### src/rtl/irq_steer_pkg.sv
package irq_steer_pkg;

  localparam int ADDR_W     = 8;
  localparam int DATA_W     = 8;
  localparam int CODE_W     = 4;
  localparam int IRQ_W      = 4;
  localparam int LINK_REGS  = 2;
  localparam int LINKS_PER  = DATA_W / CODE_W;
  localparam int NUM_LINKS  = LINK_REGS * LINKS_PER;
  localparam int NREG       = 8;
  localparam int HIDE_BIT   = 7;

  // register slots
  localparam int IDX_CTRL   = 0;
  localparam int IDX_IDEP   = 1;
  localparam int IDX_LINK0  = 2;
  localparam int IDX_USB    = 4;
  localparam int IDX_IDES   = 5;
  localparam int IDX_PM     = 6;
  localparam int IDX_SMB    = 7;

  localparam logic [ADDR_W-1:0] UPPER_BASE = 8'h40;

  localparam logic [NREG-1:0][ADDR_W-1:0] REG_ADDR = {
    8'h77, 8'h76, 8'h75, 8'h74, 8'h49, 8'h48, 8'h44, 8'h42
  };

  localparam logic [NREG-1:0][DATA_W-1:0] REG_MASK = {
    8'h1F, 8'h1F, 8'h1F, 8'hDF, 8'hFF, 8'hFF, 8'hDF, 8'hCF
  };

  typedef struct packed {
    logic [IRQ_W-1:0] irq;
    logic             valid;
  } route_t;

  function automatic route_t code_to_route(input logic [CODE_W-1:0] code);
    route_t r;
    r.valid = 1'b1;
    unique case (code)
      4'd1:    r.irq = 4'd9;
      4'd2:    r.irq = 4'd3;
      4'd3:    r.irq = 4'd10;
      4'd4:    r.irq = 4'd4;
      4'd5:    r.irq = 4'd5;
      4'd6:    r.irq = 4'd7;
      4'd7:    r.irq = 4'd6;
      4'd8:    r.irq = 4'd1;
      4'd9:    r.irq = 4'd11;
      4'd11:   r.irq = 4'd12;
      4'd13:   r.irq = 4'd14;
      4'd15:   r.irq = 4'd15;
      default: begin
        r.irq   = '0;
        r.valid = 1'b0;
      end
    endcase
    return r;
  endfunction

endpackage

### src/rtl/irq_steer_regs.sv
module irq_steer_regs
  import irq_steer_pkg::*;
(
  input  logic                          clk,
  input  logic                          rst_n,
  input  logic                          wr,
  input  logic [ADDR_W-1:0]             addr,
  input  logic [DATA_W-1:0]             wdata,
  output logic [NREG-1:0][DATA_W-1:0]   regs_q
);

  logic [NREG-1:0][DATA_W-1:0] regs_d;
  logic [NREG-1:0]             sel;

  for (genvar i = 0; i < NREG; i++) begin : g_reg
    assign sel[i] = wr && (addr == REG_ADDR[i]);

    always_comb begin
      regs_d[i] = regs_q[i];
      if (sel[i]) regs_d[i] = wdata & REG_MASK[i];
    end

    always_ff @(posedge clk or negedge rst_n) begin
      if (!rst_n) regs_q[i] <= '0;
      else        regs_q[i] <= regs_d[i];
    end
  end

endmodule

### src/rtl/irq_steer_decode.sv
module irq_steer_decode
  import irq_steer_pkg::*;
(
  input  logic [CODE_W-1:0] code,
  input  logic              enable,
  output logic [IRQ_W-1:0]  irq,
  output logic              valid
);

  route_t route;

  always_comb begin
    route = code_to_route(code);
    valid = enable && route.valid;
    irq   = valid ? route.irq : '0;
  end

endmodule

### src/rtl/irq_steer_rdmux.sv
module irq_steer_rdmux
  import irq_steer_pkg::*;
(
  input  logic [NREG-1:0][DATA_W-1:0] regs_q,
  input  logic [ADDR_W-1:0]           addr,
  output logic [DATA_W-1:0]           rdata
);

  logic hide;
  logic blocked;

  always_comb begin
    hide    = regs_q[IDX_CTRL][HIDE_BIT];
    blocked = hide && (addr >= UPPER_BASE);
    rdata   = '0;
    for (int i = 0; i < NREG; i++) begin
      if (!blocked && (addr == REG_ADDR[i])) rdata = regs_q[i];
    end
  end

endmodule

### src/rtl/irq_steer_router.sv
module irq_steer_router
  import irq_steer_pkg::*;
(
  input  logic                          clk,
  input  logic                          rst_n,
  input  logic                          cfg_wr,
  input  logic [ADDR_W-1:0]             cfg_addr,
  input  logic [DATA_W-1:0]             cfg_wdata,
  output logic [DATA_W-1:0]             cfg_rdata,
  input  logic                          ide_pri_native,
  input  logic                          ide_sec_native,
  output logic [NUM_LINKS*IRQ_W-1:0]    link_irq,
  output logic [NUM_LINKS-1:0]          link_valid,
  output logic [IRQ_W-1:0]              ide_pri_irq,
  output logic                          ide_pri_valid,
  output logic [IRQ_W-1:0]              ide_sec_irq,
  output logic                          ide_sec_valid
);

  logic [NREG-1:0][DATA_W-1:0] regs_q;

  irq_steer_regs u_regs (
    .clk    (clk),
    .rst_n  (rst_n),
    .wr     (cfg_wr),
    .addr   (cfg_addr),
    .wdata  (cfg_wdata),
    .regs_q (regs_q)
  );

  irq_steer_rdmux u_rdmux (
    .regs_q (regs_q),
    .addr   (cfg_addr),
    .rdata  (cfg_rdata)
  );

  for (genvar l = 0; l < NUM_LINKS; l++) begin : g_link
    localparam int RIDX = IDX_LINK0 + (l / LINKS_PER);
    localparam int LSB  = CODE_W * (l % LINKS_PER);
    irq_steer_decode u_dec (
      .code   (regs_q[RIDX][LSB +: CODE_W]),
      .enable (1'b1),
      .irq    (link_irq[l*IRQ_W +: IRQ_W]),
      .valid  (link_valid[l])
    );
  end

  irq_steer_decode u_dec_pri (
    .code   (regs_q[IDX_IDEP][CODE_W-1:0]),
    .enable (ide_pri_native),
    .irq    (ide_pri_irq),
    .valid  (ide_pri_valid)
  );

  irq_steer_decode u_dec_sec (
    .code   (regs_q[IDX_IDES][CODE_W-1:0]),
    .enable (ide_sec_native),
    .irq    (ide_sec_irq),
    .valid  (ide_sec_valid)
  );

endmodule

### config.mk
export PLATFORM = sky130hd
export DESIGN_NAME = irq_steer_router
export DESIGN_NICKNAME = d
export VERILOG_FILES = /design/src/rtl/irq_steer_pkg.sv /design/src/rtl/irq_steer_regs.sv /design/src/rtl/irq_steer_decode.sv /design/src/rtl/irq_steer_rdmux.sv /design/src/rtl/irq_steer_router.sv
export SDC_FILE = /design/constraint.sdc
export NUM_CORES = 1
export LEC_CHECK = 0
export BUFFER_PORTS_ARGS = -buffer_cell sky130_fd_sc_hd__buf_2
export CAP_MARGIN = 40
export CORE_MARGIN = 1
export CORE_UTILIZATION = 40
export CTS_BUF_LIST = sky130_fd_sc_hd__clkbuf_4 sky130_fd_sc_hd__clkbuf_8
export CTS_CLUSTER_DIAMETER = 60
export DETAILED_ROUTE_END_ITERATION = 12
export HOLD_SLACK_MARGIN = 0.06
export PLACE_DENSITY = 0.68
export SETUP_SLACK_MARGIN = 0.1
export SLEW_MARGIN = 20
export SYNTH_ARGS = -nofsm -noshare
export SYNTH_HDL_FRONTEND = slang
export SYNTH_SLANG_ARGS = --single-unit
### constraint.sdc
create_clock -name clk -period 2.45 [get_ports clk]
set_clock_uncertainty 0.1 [all_clocks]
set_input_delay 0.49 -clock clk [delete_from_list [all_inputs] [get_ports clk]]
set_output_delay 0.49 -clock clk [all_outputs]
set_load 0.03 [all_outputs]
==> flow_metrics.env, run 1 <==
export IMPL_status="finished with violations"
export IMPL_violations="negative setup slack"
export IMPL_syn_nets=346
export IMPL_antenna_found_initial=0
export IMPL_reg_largest_list="u_regs.regs_q x51"
export IMPL_netlist_area_um2=3200
export IMPL_critPathCapture="cfg_rdata[1]"
export IMPL_die_h_um=91.4
export IMPL_ff2ff_path_depth=2
export IMPL_numCtsBuffers=5
export IMPL_dieArea_um2=8350
export IMPL_finalHoldWorstSlack_ns=0.0806
export IMPL_routed_wl_um=8650
export IMPL_tightest_slew_ns=0.590
export IMPL_largest_reg_flops=51
export IMPL_hold_viol_final=0
export IMPL_synth_edf_count=0
export IMPL_crit_arrival_ns=2.12
export IMPL_p_leak_nw=1.89
export IMPL_dp_cells=494
export IMPL_tritoncts="yes"
export IMPL_fin_util_pct=52.0
export IMPL_h_tree_depth=2
export IMPL_maxCapViolCount=0
export IMPL_yosysUniqueCellTypes=42
export IMPL_cp_data_required_time_ns=1.86
export IMPL_initial_core_util_pct=41.4
export IMPL_clock_latency_ns=0.30
export IMPL_clk_path_buf_depth=2
export IMPL_power_switching_mw=0.557
export IMPL_peakVddDrop_mv=0.298
export IMPL_setup_viol=8
export IMPL_drt_iter0_drc=226
export IMPL_port_buffers=58
export IMPL_async_reset_ff_share_pct=100
export IMPL_drive_gt1_share_pct=43.8
export IMPL_worstHoldPathType="input port to asynchronous set/reset pin"
export IMPL_power_share_combinational_pct=20.8
export IMPL_die_w_um=91.4
export IMPL_cts_sinks=51
export IMPL_grt_first_pass_wirelength_um=14300
export IMPL_fmaxAchievable_mhz=368
export IMPL_layout_common_cells="52 x mux2_2, 51 x dfrtp_1, 49 x buf_2"
export IMPL_area_delta_synth_final_pct=25.7
export IMPL_cts_root_buf="clkbuf_8"
export IMPL_r2r_end="u_regs.regs_q[7]"
export IMPL_reg2reg_slack_ns=1.41
export IMPL_seq_power_share_pct=48.9
export IMPL_drc=0
export IMPL_critical_path_max_fanout=5
export IMPL_criticalPathCategory="input port to output port"
export IMPL_period_needed_ns=2.71
export IMPL_ios=59
export IMPL_ys_flop_type="dfrtp_1"
export IMPL_rows=32
export IMPL_overflow=0
export IMPL_grt_use_total_pct=21.9
export IMPL_dr_pass1_iters=4
export IMPL_p_per_area_nw_per_um2=474
export IMPL_cts_hold_buf=0
export IMPL_drt_wirelength_per_cell_um=17.2
export IMPL_layout_nets=423
export IMPL_switching_share_pct=29.2
export IMPL_intPower_mw=1.35
export IMPL_rsz0062_at_grt="true"
export IMPL_setup_slack_ns=-0.264
export IMPL_dp_hpwl_um=6340
export IMPL_fin_crit_sh_pct=111
export IMPL_grt_pass1_vias=2793
export IMPL_pwr_share_clk_pct=30.4
export IMPL_gp_congestion=0.972
export IMPL_synth_seq_cells=51
export IMPL_final_cells=504
export IMPL_slew_headroom_pct=60.6
export IMPL_core_um2=7730
export IMPL_endpoint_kind="output port"
export IMPL_power_total_mw=1.91
export IMPL_ys_warn_count=0
export IMPL_clk_pin_slew_ns=0.09
export IMPL_slew_violations=0
export IMPL_ant_nets=0
export IMPL_r2r_start="u_regs.regs_q[7]"
export IMPL_grt_start_max_net_pins=28
export IMPL_crit_start="cfg_addr[5]"
export IMPL_vias_per_cell=5.60
export IMPL_synthCells=325
export IMPL_diodes=0
export IMPL_layout_commonest_cell="mux2_2"
export IMPL_syn_area_per_cell_um2=9.84
export IMPL_seq_area_frac_synth_pct=39.9
export IMPL_routed_via_count=2821
export IMPL_cp_start_kind="input port"
export IMPL_top_register="u_regs.regs_q"
critical path, stage by stage:
cell      delay, ns
buf_6          0.10
or4b_4         0.57
nor4_4         0.14
buf_4          0.18
a221oi_1       0.12
o32a_2         0.34
buf_2          0.18
synthesized netlist by cell type, drive strengths merged (3+ instances only):
library cell  number  area (um2)
o21ai             25         125
o211ai             4        30.0
o21a               3        22.5
nor2              13        48.8
mux2              52         586
nor3               4        20.0
mux4               5         113
dfrtp             51        1280
and3               3        18.8
a22oi              3        22.5
xnor2              6        52.6
and3b              4        35.0
nand4              6        37.5
a221oi             5        43.8
clkbuf            13        48.8
inv               18        67.6
buf               10        65.1
nor2b              4        25.0
and2               4        25.0
o32a               4        40.0
nand3             11        55.1
nand2             26        97.6
a21oi             30         150
cell type report:
cell class                 count  area, um2
clock inverter                 1       30.0
fill                         710       3710
clock buffer                   6       76.3
timing repair buffer          93        629
multi-input combinational    232       1810
sequential                    51       1280
inverter                      19       71.3
tap                          102        128
metal layers:
metal | GRT usage (%) | routed length, um | vias to the layer above
met3 | 3.60 | 338 | 13
li1 | - | - | 1334
met1 | 27.5 | 3650 | 1409
met4 | 6.75 | 158 | 0
met5 | 0 | 0 | -
met2 | 38.5 | 4500 | 65
timing repair:
item | in CTS | in global routing
hold endpoints to repair | 0 | 0
resized for setup | 16 | 13
endpoints found under the setup margin | 8 | 8
buffers inserted | 1 | 3
pin swaps | 3 | 4
worst min path at each step:
stage / start / cells after the start / end
floorplan: rst_n / 0 / u_regs.regs_q[0]
global placement: u_regs.regs_q[52] / 1 / u_regs.regs_q[52]
detailed placement: u_regs.regs_q[50] / 1 / u_regs.regs_q[50]
CTS: rst_n / 1 / u_regs.regs_q[58]
global route: rst_n / 1 / u_regs.regs_q[22]
finish: rst_n / 1 / u_regs.regs_q[22]
power groups by stage:
stage,Clock [mW],Sequential [mW],Combinational [mW]
after floorplan,0,0.922,0.275
after global placement,0,0.943,0.378
after detailed placement,0,0.947,0.387
after CTS,0.588,0.930,0.392
after global routing,0.621,0.941,0.430
final,0.579,0.931,0.396
per-stage QoR:
step	instance area [um2]	setup TNS (ns)	setup WS, ns
6_report	4020	-1.58	-0.264
5_1_grt	4020	-1.85	-0.308
4_1_cts	3950	-1.38	-0.262
3_5_place_dp	3770	-1.64	-0.260
3_3_place_gp	3770	-1.39	-0.216
2_1_floorplan	3220	-0.415	-0.0937
logic make-up (layout without fill, tap and decap cells):
family | after synthesis | after routing | synth area share (%)
AO/OA/AOI/OAI | 80 | 80 | 15.1
buffers and inverters | 42 | 119 | 5.79
flip-flops | 51 | 51 | 39.9
XOR/XNOR | 6 | 6 | 1.64
multiplexers | 59 | 59 | 22.5
AND/OR/NAND/NOR | 87 | 87 | 15.1
Power figures use the tool's default switching activity.
==> run 2, diff against run 1 <==
--- a/config.mk
+++ b/config.mk
@@ -7,7 +7,7 @@
 export LEC_CHECK = 0
 export BUFFER_PORTS_ARGS = -buffer_cell sky130_fd_sc_hd__buf_2
 export CAP_MARGIN = 40
-export CORE_MARGIN = 1
+export CORE_ASPECT_RATIO = 0.5
 export CORE_UTILIZATION = 40
 export CTS_BUF_LIST = sky130_fd_sc_hd__clkbuf_4 sky130_fd_sc_hd__clkbuf_8
 export CTS_CLUSTER_DIAMETER = 60
==> run 2 against run 1 <==
Net effect:
- highest routed layer is now met3
- via count is 3.0% lower
- worst hold slack better by 0.26 ns
- critical path type unchanged
- count of clock-buffer cells in the layout is 1 lower
- sequential power hardly changed
- critical path depth stayed put
- flip-flop and latch count stayed put
- maximum frequency is 0.58% higher
- the run still ends with negative setup slack left
- die area is 0.26% higher
- first-iteration DRC count is 40% lower
- cell area is 0.25% lower
- final cell count is 0.99% higher
- clock power is 17% higher
==> flow_metrics.env, run 2 (synthesized netlist as in run 1, its figures left out) <==
export IMPL_port_buffers=58
export IMPL_p_leak_nw=1.88
export IMPL_layout_common_cells="52 x mux2_2, 52 x buf_2, 50 x dfrtp_1"
export IMPL_period_needed_ns=2.70
export IMPL_grt_start_max_net_pins=24
export IMPL_initial_core_util_pct=42.4
export IMPL_tightest_slew_ns=0.415
export IMPL_drt_iter0_drc=135
export IMPL_tritoncts="yes"
export IMPL_hold_viol_final=0
export IMPL_status="finished with violations"
export IMPL_path_cells="buf_6 -> or4b_4 -> nor4_4 -> buf_4 -> a221oi_2 -> o32a_2 -> buf_6"
export IMPL_overflow=0
export IMPL_cp_start_kind="input port"
export IMPL_violations="negative setup slack"
export IMPL_clk_pin_slew_ns=0.08
export IMPL_critPathSlowestCell="or4b_4"
export IMPL_setup_viol=8
export IMPL_antenna_found_initial=0
export IMPL_dp_slack_ns=-0.227
export IMPL_endpoint_kind="output port"
export IMPL_grt_first_pass_wirelength_um=12800
export IMPL_regArea_um2=1280
export IMPL_cts_root_buf="clkbuf_8"
export IMPL_fillers=689
export IMPL_fin_crit_sh_pct=110
export IMPL_rsz0062_at_grt="true"
export IMPL_finalHoldWorstSlack_ns=0.337
export IMPL_dp_hpwl_um=5830
export IMPL_peakVddDrop_mv=0.226
export IMPL_setup_slack_ns=-0.248
export IMPL_slew_violations=0
export IMPL_grt_use_total_pct=19.9
export IMPL_top_register="u_regs.regs_q"
export IMPL_cpPeakStageDelay_ns=0.56
export IMPL_p_per_area_nw_per_um2=497
export IMPL_ios=59
export IMPL_fin_util_pct=53.1
export IMPL_timing_critical_path_mode_cell="buf_6"
export IMPL_worstHoldPathType="input port to register"
export IMPL_routed_via_count=2737
export IMPL_h_tree_depth=2
export IMPL_dieArea_um2=8380
export IMPL_clock_latency_ns=0.30
export IMPL_vias_per_cell=5.38
export IMPL_gp_congestion=0.900
export IMPL_rows=22
export IMPL_numCtsBuffers=5
export IMPL_clk_path_buf_depth=2
export IMPL_slew_headroom_pct=72.3
export IMPL_die_w_um=128
export IMPL_criticalPathCategory="input port to output port"
export IMPL_drive_gt1_share_pct=42.9
export IMPL_cts_sinks=51
export IMPL_maxCapViolCount=0
export IMPL_path_buf_inv=3
export IMPL_die_h_um=65.2
export IMPL_crit_family="simple AND/OR/NAND/NOR gates"
export IMPL_fmaxAchievable_mhz=371
export IMPL_grt_pass1_vias=2499
export IMPL_crit_arrival_ns=2.11
export IMPL_drt_wirelength_per_cell_um=15.5
export IMPL_dr_pass1_iters=4
export IMPL_reg_largest_list="u_regs.regs_q x51"
export IMPL_largest_reg_flops=51
export IMPL_cp_data_required_time_ns=1.86
export IMPL_routed_wl_um=7900
export IMPL_drc=0
export IMPL_critical_path_max_fanout=2
export IMPL_multi_input_area_um2=1790
export IMPL_diodes=0
export IMPL_area_delta_synth_final_pct=25.4
export IMPL_core_um2=7540
export IMPL_layout_nets=421
export IMPL_ant_nets=0
## run 2: per-stage QoR
stage | total power [mW] | cell area, um2 | instances | setup TNS [ns]
finish | 1.99 | 4010 | 509 | -1.37
floorplan | 1.20 | 3220 | 325 | -0.415
global placement | 1.32 | 3760 | 497 | -1.40
global route | 2.09 | 4010 | 509 | -1.59
detailed placement | 1.32 | 3760 | 497 | -1.49
CTS | 2.02 | 3960 | 506 | -1.13
## run 2: power by group
group | internal, mW | total [mW] | switching (mW) | leakage, nW
sequential | 0.881 | 0.932 | 0.0515 | 0.702
combinational | 0.151 | 0.381 | 0.230 | 1.12
clock | 0.407 | 0.680 | 0.273 | 0.0644
## run 2: per-layer routing
metal / vias to the layer above / global-route usage, % / wire length (um)
met5: - / 0 / 0
li1: 1335 / - / -
met3: 0 / 3.50 / 399
met2: 83 / 31.2 / 3580
met1: 1319 / 29.3 / 3920
met4: 0 / 2.94 / 0
## run 2: final timing paths
check / start / end / slack [ns] / depth (start not counted)
min in group asynchronous: rst_n / u_regs.regs_q[20] / 0.45 / 2
setup / recovery: cfg_addr[5] / cfg_rdata[3] / -0.25 / 7
setup reg to reg: u_regs.regs_q[43] / u_regs.regs_q[43] / 1.41 / 1
hold / removal: cfg_wdata[5] / u_regs.regs_q[29] / 0.34 / 2
max in group asynchronous: rst_n / u_regs.regs_q[51] / 1.26 / 3
hold reg to reg: u_regs.regs_q[12] / u_regs.regs_q[12] / 0.41 / 1
## run 2: cell type report
| cell class | count | area share, % |
|---|---|---|
| timing repair buffer | 91 | 14.9 |
| clock buffer | 5 | 1.72 |
| multi-input combinational | 232 | 44.6 |
| clock inverter | 3 | 1.69 |
| tap | 108 | 3.37 |
| inverter | 19 | 1.78 |
| sequential | 51 | 31.9 |
## run 2: timing repair
item / CTS / global route
hold buffers: 1 / 0
buffers inserted: 0 / 3
hold endpoints to repair: 7 / 0
setup endpoints to repair: 8 / 8
resized for setup: 14 / 6
cloned: 0 / 0
pin swaps: 3 / 5
